===== src/rtl/trim_pkg.sv =====
package trim_pkg;

    typedef enum logic [2:0] {
        VREG_NONE   = 3'd0,
        VREG_POS_UP = 3'd1,
        VREG_NEG_UP = 3'd2,
        VREG_POS_DN = 3'd3,
        VREG_NEG_DN = 3'd4,
        VREG_OUT    = 3'd5
    } vreg_e;

    typedef struct packed {
        logic [1:0] fall;
        logic       inv;
    } outctl_t;

    typedef struct packed {
        logic intact;
        logic blown;
    } fchk_t;

    function automatic vreg_e decode_key(input logic [2:0] raw);
        case (raw)
            3'd1:    return VREG_POS_UP;
            3'd2:    return VREG_NEG_UP;
            3'd3:    return VREG_POS_DN;
            3'd4:    return VREG_NEG_DN;
            3'd5:    return VREG_OUT;
            default: return VREG_NONE;
        endcase
    endfunction

    function automatic logic is_point_view(input vreg_e v);
        return (v == VREG_POS_UP) || (v == VREG_NEG_UP) ||
               (v == VREG_POS_DN) || (v == VREG_NEG_DN);
    endfunction

    function automatic logic is_down_view(input vreg_e v);
        return (v == VREG_POS_DN) || (v == VREG_NEG_DN);
    endfunction

    function automatic logic is_north_view(input vreg_e v);
        return (v == VREG_NEG_UP) || (v == VREG_NEG_DN);
    endfunction

endpackage


===== src/rtl/trim_sel_counter.sv =====
module trim_sel_counter
    import trim_pkg::*;
#(
    parameter int CODE_W = 8
) (
    input  logic              clk,
    input  logic              rst,
    input  logic              key_go,
    input  logic [2:0]        key_reg,
    input  logic              mid_fall,
    output vreg_e             sel_q,
    output logic [CODE_W-1:0] code_q
);
    localparam logic [CODE_W-1:0] CODE_ONE  = CODE_W'(1);
    localparam logic [CODE_W-1:0] CODE_ZERO = '0;

    vreg_e key_sel;
    assign key_sel = decode_key(key_reg);

    always_ff @(posedge clk) begin
        if (rst) begin
            sel_q  <= VREG_NONE;
            code_q <= CODE_ZERO;
        end else if (key_go) begin
            sel_q  <= key_sel;
            code_q <= (key_sel == VREG_NONE) ? CODE_ZERO : CODE_ONE;
        end else if (mid_fall && (sel_q != VREG_NONE)) begin
            code_q <= code_q + CODE_ONE;
        end
    end

endmodule


===== src/rtl/trim_view_map.sv =====
module trim_view_map
    import trim_pkg::*;
#(
    parameter int CODE_W  = 8,
    parameter int CHK_LO  = 8,
    parameter int CHK_HI  = 9
) (
    input  vreg_e             sel,
    input  logic [CODE_W-1:0] code,
    output logic [CODE_W-1:0] trial_mag,
    output logic              trial_pol,
    output outctl_t           trial_out,
    output fchk_t             trial_chk
);
    localparam int OUT_W = $bits(outctl_t);
    localparam logic [CODE_W-1:0] OUT_LIMIT = CODE_W'(1 << OUT_W);
    localparam logic [CODE_W-1:0] CODE_LO   = CODE_W'(CHK_LO);
    localparam logic [CODE_W-1:0] CODE_HI   = CODE_W'(CHK_HI);

    logic point_sel, down_sel, out_sel;
    assign point_sel = is_point_view(sel);
    assign down_sel  = is_down_view(sel);
    assign out_sel   = (sel == VREG_OUT);

    logic [CODE_W-1:0] mapped;
    for (genvar b = 0; b < CODE_W; b++) begin : g_bit
        assign mapped[b] = code[b] ^ down_sel;
    end

    always_comb begin
        trial_mag = point_sel ? mapped : '0;
        trial_pol = point_sel & is_north_view(sel);
        trial_out = '0;
        if (out_sel && (code < OUT_LIMIT)) begin
            trial_out.inv  = code[2];
            trial_out.fall = code[1:0];
        end
        trial_chk.intact = out_sel && (code == CODE_LO);
        trial_chk.blown  = out_sel && (code == CODE_HI);
    end

endmodule


===== src/rtl/trim_merge.sv =====
module trim_merge
    import trim_pkg::*;
#(
    parameter int MAG_W = 8
) (
    input  logic [MAG_W-1:0] fuse_mag,
    input  logic             fuse_pol,
    input  outctl_t          fuse_out,
    input  logic [MAG_W-1:0] trial_mag,
    input  logic             trial_pol,
    input  outctl_t          trial_out,
    output logic [MAG_W-1:0] eff_mag,
    output logic             eff_pol,
    output outctl_t          eff_out
);
    assign eff_mag = fuse_mag | trial_mag;
    assign eff_pol = fuse_pol | trial_pol;
    assign eff_out = fuse_out | trial_out;
endmodule


===== src/rtl/trim_try_core.sv =====
module trim_try_core
    import trim_pkg::*;
#(
    parameter int MAG_W  = 8,
    parameter int CHK_LO = 8,
    parameter int CHK_HI = 9
) (
    input  logic             clk,
    input  logic             rst,
    input  logic             key_go,
    input  logic [2:0]       key_reg,
    input  logic             mid_fall,
    input  logic [MAG_W-1:0] fuse_mag,
    input  logic             fuse_pol,
    input  logic [1:0]       fuse_fall,
    input  logic             fuse_inv,
    output logic [MAG_W-1:0] op_mag,
    output logic             op_pol,
    output logic [1:0]       out_fall,
    output logic             out_inv,
    output logic             chk_intact,
    output logic             chk_blown
);
    vreg_e             sel_q;
    logic [MAG_W-1:0]  code_q;
    logic [MAG_W-1:0]  trial_mag;
    logic              trial_pol;
    outctl_t           trial_out;
    fchk_t             trial_chk;
    outctl_t           fuse_out;
    outctl_t           eff_out;

    assign fuse_out = '{fall: fuse_fall, inv: fuse_inv};

    trim_sel_counter #(.CODE_W(MAG_W)) u_cnt (
        .clk      (clk),
        .rst      (rst),
        .key_go   (key_go),
        .key_reg  (key_reg),
        .mid_fall (mid_fall),
        .sel_q    (sel_q),
        .code_q   (code_q)
    );

    trim_view_map #(.CODE_W(MAG_W), .CHK_LO(CHK_LO), .CHK_HI(CHK_HI)) u_map (
        .sel       (sel_q),
        .code      (code_q),
        .trial_mag (trial_mag),
        .trial_pol (trial_pol),
        .trial_out (trial_out),
        .trial_chk (trial_chk)
    );

    trim_merge #(.MAG_W(MAG_W)) u_mrg (
        .fuse_mag  (fuse_mag),
        .fuse_pol  (fuse_pol),
        .fuse_out  (fuse_out),
        .trial_mag (trial_mag),
        .trial_pol (trial_pol),
        .trial_out (trial_out),
        .eff_mag   (op_mag),
        .eff_pol   (op_pol),
        .eff_out   (eff_out)
    );

    assign out_fall   = eff_out.fall;
    assign out_inv    = eff_out.inv;
    assign chk_intact = trial_chk.intact;
    assign chk_blown  = trial_chk.blown;

endmodule


===== config.mk =====
export PLATFORM = sky130hd
export DESIGN_NAME = trim_try_core
export DESIGN_NICKNAME = d
export VERILOG_FILES = /design/src/rtl/trim_pkg.sv /design/src/rtl/trim_sel_counter.sv /design/src/rtl/trim_view_map.sv /design/src/rtl/trim_merge.sv /design/src/rtl/trim_try_core.sv
export SDC_FILE = /design/constraint.sdc
export NUM_CORES = 1
export LEC_CHECK = 0
export BUFFER_PORTS_ARGS = -buffer_cell sky130_fd_sc_hd__buf_2
export CORE_MARGIN = 5
export CORE_UTILIZATION = 50
export CTS_CLUSTER_DIAMETER = 30
export DETAILED_ROUTE_END_ITERATION = 16
export HOLD_SLACK_MARGIN = 0.15
export PLACE_DENSITY_LB_ADDON = 0.15
export SETUP_SLACK_MARGIN = 0.05
export SLEW_MARGIN = 30
export SYNTH_ARGS = -nofsm -noshare
export SYNTH_HDL_FRONTEND = slang
export SYNTH_HIERARCHICAL = 1
export SYNTH_SLANG_ARGS = --single-unit
export TNS_END_PERCENT = 10

===== constraint.sdc =====
create_clock -name clk -period 1.75 [get_ports clk]
set_clock_uncertainty 0.05 [all_clocks]
set_input_delay 0.175 -clock clk [delete_from_list [all_inputs] [get_ports clk]]
set_output_delay 0.175 -clock clk [all_outputs]
set_load 0.005 [all_outputs]

==> run metrics <==
status=finished with violations; failing checks=setup timing; crit path from=u_cnt/code_q[4]$_SDFFE_PP0P_; delay-heaviest family, CP=simple AND/OR/NAND/NOR gates; CTS tree=yes; layout cells sized above 1=41.7%; die height=56.0 um; max_slew headroom=68.7%; starting density of the core=53.5%; synth cell count leaders=12 x nand2b_1, 12 x or2_1, 11 x dfxtp_1; period utilisation layout=101%; cells along the critical path=or4_4, nor4_2, or2_1, buf_2; DRC=0; CP peak stage delay=0.57 ns; GP Congestion=0.836; CTS root buf=clkbuf_4; post-synthesis cell count=128; Final Max Tran Viols=0; H-tree depth=1; initial drt markers=18; WL/cell=14.1 um; hold path depth=3; setup violators final=6; Final HPWL DP=1940 um; I/O pin cnt=33; Critical R2R Launch=u_cnt/sel_q[1]$_SDFFE_PP0P_; Synth area leader=dfxtp_1; Final WS setup=-0.0251 ns; CP Data Arrival Time=1.55 ns; initial antenna violation count=0; nets=196; Achievable Freq=563 MHz; CP Capture Type=output port; GRT overflow=0; critical path class=flip-flop to output port; Synth area leaders=dfxtp_1 21%, or4b_1 8.5%, xnor2_1 8.3%; DIE AREA=3140 um2; Seq cells post-synth=11; Fill cells=141; total number of vias=1142; crit start category=flip-flop; Antenna Cells=0; Top FF cell, synth=dfxtp_1; Stages on worst setup path=4; vias in the first global route=1070; num rows=16; Routed Antenna Nets=0; CTS clk-pin slew, worst paths=0.07 ns; setup TNS=-0.108 ns; hold violation count in the final report=0; crit path max-delay cell type=or4_4; first-pass GRT wire length=4750 um; RSZ-0062 raised after global routing=true; clk sinks=11; CP max FO=3; DR vias/cell=5.65; measured slew at the worst slew-check pin=0.468 ns; area fraction of the dominant cell type after synthesis=20.8%; # Max-Cap Violations=0; CP required=1.52 ns; placed cell area=1290 um2; Mapped Area=1060 um2; Min-Delay Path Class=primary input to flip-flop; hold path startpoint=key_reg[1]; design area=1460 um2; largest net degree at the start of global routing=16; TritonCTS buffer count=3; number of buffers and inverters on the critical path=1; ys async rst share=0%; synth unique cells=36; peak supply drop=491 uV; Post-synth EDFFs=0; Syn Nets=148; clk buf depth=2; Leak=0.510 nW; core area=1980 um2; worst reg-to-reg path cell count=4; Clk Latency, worst-skew pair=0.28 ns; Layout area overhead=37.8%; register area share after synthesis=20.8%; Synth Area per Inst=8.28 um2; WL final=2850 um; Die X=56.0 um; IO Port Bufs=32; total power draw=0.602 mW; Warnings, synthesis=6; pwr dens=412 nW/um2; Overall Global Routing Usage=18.3%; Period minus WS final=1.78 ns; total iterations of the first detailed-routing run=4
-- worst paths after layout --
path / end / slack, ns
worst max-delay path: out_fall[1] / -0.03
worst min-delay path: u_cnt/code_q[0]$_SDFFE_PP0P_ / 0.17
worst max register to register: u_cnt/sel_q[1]$_SDFFE_PP0P_ / 0.16
worst min register to register: u_cnt/code_q[6]$_SDFFE_PP0P_ / 0.48
-- metal layers --
| metal | share of wire, % | GRT usage [%] |
|---|---|---|
| met1 | 41 | 21.6 |
| met2 | 51 | 31.4 |
| met3 | 5.5 | 2.55 |
| met4 | 1.8 | 10.2 |
| met5 | 0 | 0 |
-- metrics by stage --
step | std cells | hold WS [ns] | setup slack, ns | util, %
floorplan | 128 | 0.194 | 0.223 | -
global placement | 188 | 0.360 | 0.110 | 64.9
detailed placement | 188 | 0.376 | 0.0641 | 64.9
CTS | 201 | 0.160 | -0.0499 | 72.5
global route | 202 | 0.178 | -0.102 | 73.7
finish | 202 | 0.169 | -0.0251 | 73.7
-- timing repair --
action	CTS	global route
setup endpoints to repair	14	13
pin swaps	14	2
resized for setup	19	6
buffers inserted	4	1
hold endpoints to repair	4	0
hold buffers	5	0
-- power by group --
part	total, mW	internal [mW]	switching (mW)
registers	0.267	0.251	0.0161
clock network	0.178	0.0885	0.0891
logic	0.158	0.0920	0.0659
total	0.602	0.431	0.171
-- tightest hold or removal path, cell delays in order --
cell and delay [ns]:
buf_2 0.10, nor3_1 0.05, o22ai_1 0.12
-- kinds of logic (layout without fill, tap and decap cells) --
kind of cell,after synthesis,count (layout),share of synthesized area (%)
simple gates,66,66,45.8
fa+ha+maj,1,1,1.18
xor+xnor,10,10,8.26
flops,11,11,20.8
mux,1,1,0.945
buf+inv,14,61,5.79
compound gates,25,25,17.2
-- registers in the layout (all words and copies together), names as in the netlist --
signal        count
u_cnt/code_q      8
u_cnt/sel_q       3
-- cell type report --
type	count	area (um2)	share of cell area [%]
Multi-Input combinational cell	103	806	55.2
Timing Repair Buffer	52	330	22.6
Sequential cell	11	245	16.8
Tap cell	27	33.8	2.31
Clock buffer	4	26.3	1.80
Inverter	5	18.8	1.29
-- layout by cell type, fill, tap and decap left out, types with 2 or more instances in the layout --
| master | count |
|---|---|
| nand3_1 | 2 |
| nor4_2 | 4 |
| or4b_4 | 4 |
| buf_2 | 32 |
| nand3b_1 | 3 |
| clkbuf_4 | 3 |
| dfxtp_2 | 5 |
| nand2_1 | 6 |
| a21oi_1 | 9 |
| nand2b_1 | 11 |
| or4_1 | 2 |
| or2_1 | 12 |
| o21ai_0 | 2 |
| or2b_1 | 2 |
| o221ai_1 | 7 |
| or4b_1 | 6 |
| xnor2_1 | 10 |
| buf_6 | 2 |
| inv_1 | 5 |
| dfxtp_4 | 5 |
| or3_1 | 3 |
| nor2_1 | 2 |
| dlygate4sd3_1 | 5 |
| buf_4 | 13 |
| o31ai_1 | 2 |
No activity file was read; power rests on OpenSTA's default activity.
